$ cat src/rtl/bus_strobe_pkg.sv
// Shared types for the quadrature bus strobe generator.
// Assumes a four-clock bus cycle encoded in two phase flops.
package bus_strobe_pkg;
    typedef struct packed {
        logic q;  // leading phase
        logic e;  // trailing phase
    } phase_t;

    localparam phase_t PHASE_IDLE = '{q: 1'b0, e: 1'b0};
endpackage

$ cat src/rtl/bsg_phase_gen.sv
// Two-flop twisted-ring counter that produces the leading and trailing
// bus phases. Sequence of {q,e}: 00 -> 10 -> 11 -> 01 -> 00.
// Assumes a synchronous active-low reset.
module bsg_phase_gen
    import bus_strobe_pkg::*;
(
    input  logic   clk,
    input  logic   rst_n,
    output phase_t phase,
    output logic   end_of_cycle
);
    phase_t ph_r;

    // Advance the ring by one step per input clock.
    always_ff @(posedge clk) begin
        if (!rst_n) begin
            ph_r <= PHASE_IDLE;
        end else begin
            ph_r.q <= ~ph_r.e;
            ph_r.e <= ph_r.q;
        end
    end

    // Flag the last state of the bus cycle, where only the trailing phase is high.
    always_comb begin
        end_of_cycle = ph_r.e & ~ph_r.q;
    end

    assign phase = ph_r;
endmodule

$ cat src/rtl/bsg_strobe_decode.sv
// Combines the bus phases with the read/write line to form the valid
// qualifier, the read and write strobes and the data buffer controls.
// Assumes the phases come straight from flops, so the outputs are glitch-free.
module bsg_strobe_decode
    import bus_strobe_pkg::*;
(
    input  phase_t phase,
    input  logic   rw,
    input  logic   kernel_mode,
    output logic   addr_valid,
    output logic   rd_n,
    output logic   wr_n,
    output logic   buf_en,
    output logic   buf_dir
);
    logic normal;

    // Form the strobes. Writes use only the leading phase, which gives longer data hold.
    always_comb begin
        normal     = ~kernel_mode;
        addr_valid = phase.q | phase.e;
        rd_n       = ~(addr_valid & rw & normal);
        wr_n       = ~(phase.q & ~rw & normal);
    end

    // Buffer control: float in diagnostic mode, otherwise follow rw.
    always_comb begin
        buf_en  = normal;
        buf_dir = rw;
    end
endmodule

$ cat src/rtl/bsg_addr_sweep.sv
// Diagnostic address counter and the output address mux.
// Assumes end_of_cycle is high for exactly one clock per bus cycle.
module bsg_addr_sweep #(
    parameter int ADDR_W = 16
) (
    input  logic              clk,
    input  logic              rst_n,
    input  logic              kernel_mode,
    input  logic              end_of_cycle,
    input  logic [ADDR_W-1:0] cpu_addr,
    output logic [ADDR_W-1:0] addr_out
);
    localparam logic [ADDR_W-1:0] ONE = {{(ADDR_W-1){1'b0}}, 1'b1};

    logic [ADDR_W-1:0] sweep_r;

    // Count bus cycles while in diagnostic mode and stay at zero otherwise.
    always_ff @(posedge clk) begin
        if (!rst_n || !kernel_mode) begin
            sweep_r <= '0;
        end else if (end_of_cycle) begin
            sweep_r <= sweep_r + ONE;
        end
    end

    // Select the sweep counter or the master's address.
    always_comb begin
        addr_out = kernel_mode ? sweep_r : cpu_addr;
    end
endmodule

$ cat src/rtl/bus_strobe_gen.sv
// Top level of the quadrature bus strobe generator: phase ring, strobe
// decode and diagnostic address sweep.
// Assumes rw and cpu_addr are stable from the start of each bus cycle.
module bus_strobe_gen
    import bus_strobe_pkg::*;
#(
    parameter int ADDR_W = 16
) (
    input  logic              clk,
    input  logic              rst_n,
    input  logic              rw,
    input  logic              kernel_mode,
    input  logic [ADDR_W-1:0] cpu_addr,
    output logic              e_ph,
    output logic              q_ph,
    output logic              addr_valid,
    output logic              rd_n,
    output logic              wr_n,
    output logic              buf_en,
    output logic              buf_dir,
    output logic [ADDR_W-1:0] addr_out
);
    phase_t phase;
    logic   end_of_cycle;

    bsg_phase_gen u_phase (
        .clk          (clk),
        .rst_n        (rst_n),
        .phase        (phase),
        .end_of_cycle (end_of_cycle)
    );

    bsg_strobe_decode u_decode (
        .phase       (phase),
        .rw          (rw),
        .kernel_mode (kernel_mode),
        .addr_valid  (addr_valid),
        .rd_n        (rd_n),
        .wr_n        (wr_n),
        .buf_en      (buf_en),
        .buf_dir     (buf_dir)
    );

    bsg_addr_sweep #(.ADDR_W(ADDR_W)) u_sweep (
        .clk          (clk),
        .rst_n        (rst_n),
        .kernel_mode  (kernel_mode),
        .end_of_cycle (end_of_cycle),
        .cpu_addr     (cpu_addr),
        .addr_out     (addr_out)
    );

    // Bring the phases out to the ports.
    always_comb begin
        q_ph = phase.q;
        e_ph = phase.e;
    end
endmodule

$ cat config.mk
export PLATFORM = sky130hd
export DESIGN_NAME = bus_strobe_gen
export DESIGN_NICKNAME = d
export VERILOG_FILES = /design/src/rtl/bus_strobe_pkg.sv /design/src/rtl/bsg_phase_gen.sv /design/src/rtl/bsg_strobe_decode.sv /design/src/rtl/bsg_addr_sweep.sv /design/src/rtl/bus_strobe_gen.sv
export SDC_FILE = /design/constraint.sdc
export NUM_CORES = 1
export LEC_CHECK = 0
export CORE_MARGIN = 2
export CORE_UTILIZATION = 55
export CTS_CLUSTER_DIAMETER = 120
export DETAILED_ROUTE_END_ITERATION = 8
export DONT_BUFFER_PORTS = 1
export HOLD_SLACK_MARGIN = 0.06
export PLACE_DENSITY = 0.75
export SYNTH_ARGS = -nofsm -noshare
export SYNTH_HDL_FRONTEND = slang
export SYNTH_SLANG_ARGS = --single-unit
$ cat constraint.sdc
create_clock -name clk -period 2.7 [get_ports clk]
set_input_delay 0.405 -clock clk [delete_from_list [all_inputs] [get_ports clk]]
set_output_delay 0.405 -clock clk [all_outputs]
set_load 0.005 [all_outputs]
==> metrics <==
insertion delay to the later sink of the worst-skew pair approximately 300 ps; setup_tns 0 ps; fin cells ~140; max-cap violations 0; Reg-to-Reg Start u_phase.phase[0]; Final nets ~130; Final setup viols 0; Crit Path Category register to output port; CTS clk-pin slew, worst paths approximately 110 ps; leading area contributor after synthesis dfxtp_1; Hold/Removal Path Class primary input to register; HPWL Detailed 1.46 mm; Final Util 0.620; post-synthesis sequential area ratio 0.345; initial antenna violation count 0; placed cell areas 1060 sq um; cts repair resizes 0; final RePlAce weighted congestion slightly below 0.8; Routed Antenna Nets 0; number of diodes 0; slowest stage delay, CP 390 ps; sequential share of power 0.576; CTS Buf Count 3; worst-path cell chain or2_2 > nand3_1; Post-synth top cells dfxtp_1, mux2_2, nor2_1, nand3_1, xnor2_1; CTS tree built; Layout Skew 4.43 ps; Area growth syn-to-layout 4.67%; Hold Vio Cnt, Final 0; period utilization 0.566; Int Pwr 368 uW; Slowest cell on crit path dfxtp_1; CP bufs+invs 0; grt ovf 0; peak supply drop 0.000308 V; crit-path max FO 7; die width 47.6 um; drt wl/cell between 10 and 15 um; top sig layer met4; Main synth FF type dfxtp_1; status complete, no violations; Root Driver clkbuf_4; Psw around 100 uW; Core Box Area 1760 sq um; Warnings, synthesis 0; WP data arrival 1120 ps; WP data required approximately 2300 ps; Syn Inst Count roughly 110; die height 47.6 um; P_leak 0.000398 uW; slew at the pin with the worst max-slew slack roughly 530 ps; Post-synth ARST share 0; Power per Cell Area approximately 430 nW/um^2; Die Area 2260 sq um; First-pass DRT Iterations 4; Synth area leaders dfxtp_1, mux2_2, nor2_1; Initial Utilization 0.592; PortBufs 0; CP Capture Type output port; Iter 0 DRT Violations 8; Cells after DPL 132; Total GRT Usage 0.199; min cycle time layout around 1500 ps; Yosys cell types 31; Design Power 472 uW; Syn Std Cell Area 1040 sq um; vias in the first global route between 700 and 800; critical hold path startpoint rst_n; number of synthesized flops with an enable pin 0; Sw Ratio 0.219; RSZ-0062 raised after global routing false; drt total wl 1.98 mm; met3 routed WL 94 um; combinational group share of total power 0.069; Max Slew Vio Count 0; IO Pins 43; Worst Setup Start Kind register; Clock Power Share 0.355; Max clock buf depth 2; share of the synthesized area in the top cell type 0.345; setup bufs post-CTS 0; row cnt 15; most common cell in the netlist dfxtp_1; cts hold-fix bufs 0; Worst path top cell family by delay simple AND/OR/NAND/NOR gates; drt drc 0; Slew HR 0.649; clock tree sinks 18; final instance area 1090 sq um; via count 790; Setup crit start u_phase.phase[0]; M1 WL 873 um; Avg Cell Area, Syn 9.41 sq um; largest net degree at the start of global routing 22; number of synthesized register bits 18; CTS H-Tree Depth 1; vias per std cell 5.81; FMAX 654 MHz; layout cells sized above 1 0.270; global-route wire length before repair 3.13 mm; DR WL met2 978 um; Synth Net Count 132
==> sequential cells by signal, summed over array words and instances (netlist names) <==
register / cells
u_sweep.sweep_r: 16
u_phase.phase: 2
==> power groups by stage <==
stage	clock network [uW]	logic, uW	registers (uW)
final	168	32.6	272
after detailed placement	0	33.0	278
after floorplan	0	34.9	277
after CTS	170	33.3	272
after global routing	184	35.7	272
after global placement	0	32.9	277
==> final cells by class <==
| cell class | instances | area [sq um] |
|---|---|---|
| fill | 164 | 671 |
| multi-input combinational | 86 | 654 |
| sequential | 18 | 360 |
| clock buffer | 4 | 36.3 |
| tap | 25 | 31.3 |
| inverter | 3 | 11.3 |
==> placed cells by master, fill, tap and decap left out, types with 2 or more instances in the layout <==
cell type	instances
xor2_1	4
and3_1	2
nor3_1	3
xnor2_1	7
nand2_1	3
nand4_1	4
nor2b_1	2
dfxtp_1	18
a21oi_1	2
nand3_1	8
mux2_2	17
a31o_2	2
clkbuf_4	3
inv_1	3
nor2_1	17
==> metrics by stage <==
stage / hold WS, ps / setup WS (ps)
after floorplan: 469 / 1200
after global placement: 495 / 1350
after detailed placement: 508 / 1310
after CTS: 222 / 1170
after global routing: 225 / 1120
final: 226 / 1170
==> final timing paths <==
path	end	slack, ps	cells past startpoint
max	rd_n	1170	2
min	u_phase.phase[0]	230	1
max reg2reg	u_sweep.sweep_r[11]	1300	4
min reg2reg	u_phase.phase[1]	540	1
==> cells by family (layout without fill, tap and decap cells) <==
kind of cell | after synthesis | in the layout | share of synthesized area
AOI/OAI and AO/OA | 6 | 6 | 0.0419
xor gates and xnor gates | 11 | 11 | 0.0922
adders and majority gates | 1 | 1 | 0.0120
buffers and inverters | 7 | 7 | 0.0287
DFF | 18 | 18 | 0.345
muxes | 18 | 18 | 0.193
and+or+nand+nor | 50 | 50 | 0.287
==> metal layers <==
metal  global-route usage  vias up
li1                     -      392
met1                0.243      369
met2                0.327       25
met3               0.0377        4
met4                0.114        0
met5                    0        -
Note: power is estimated with default switching activity, not from simulation.
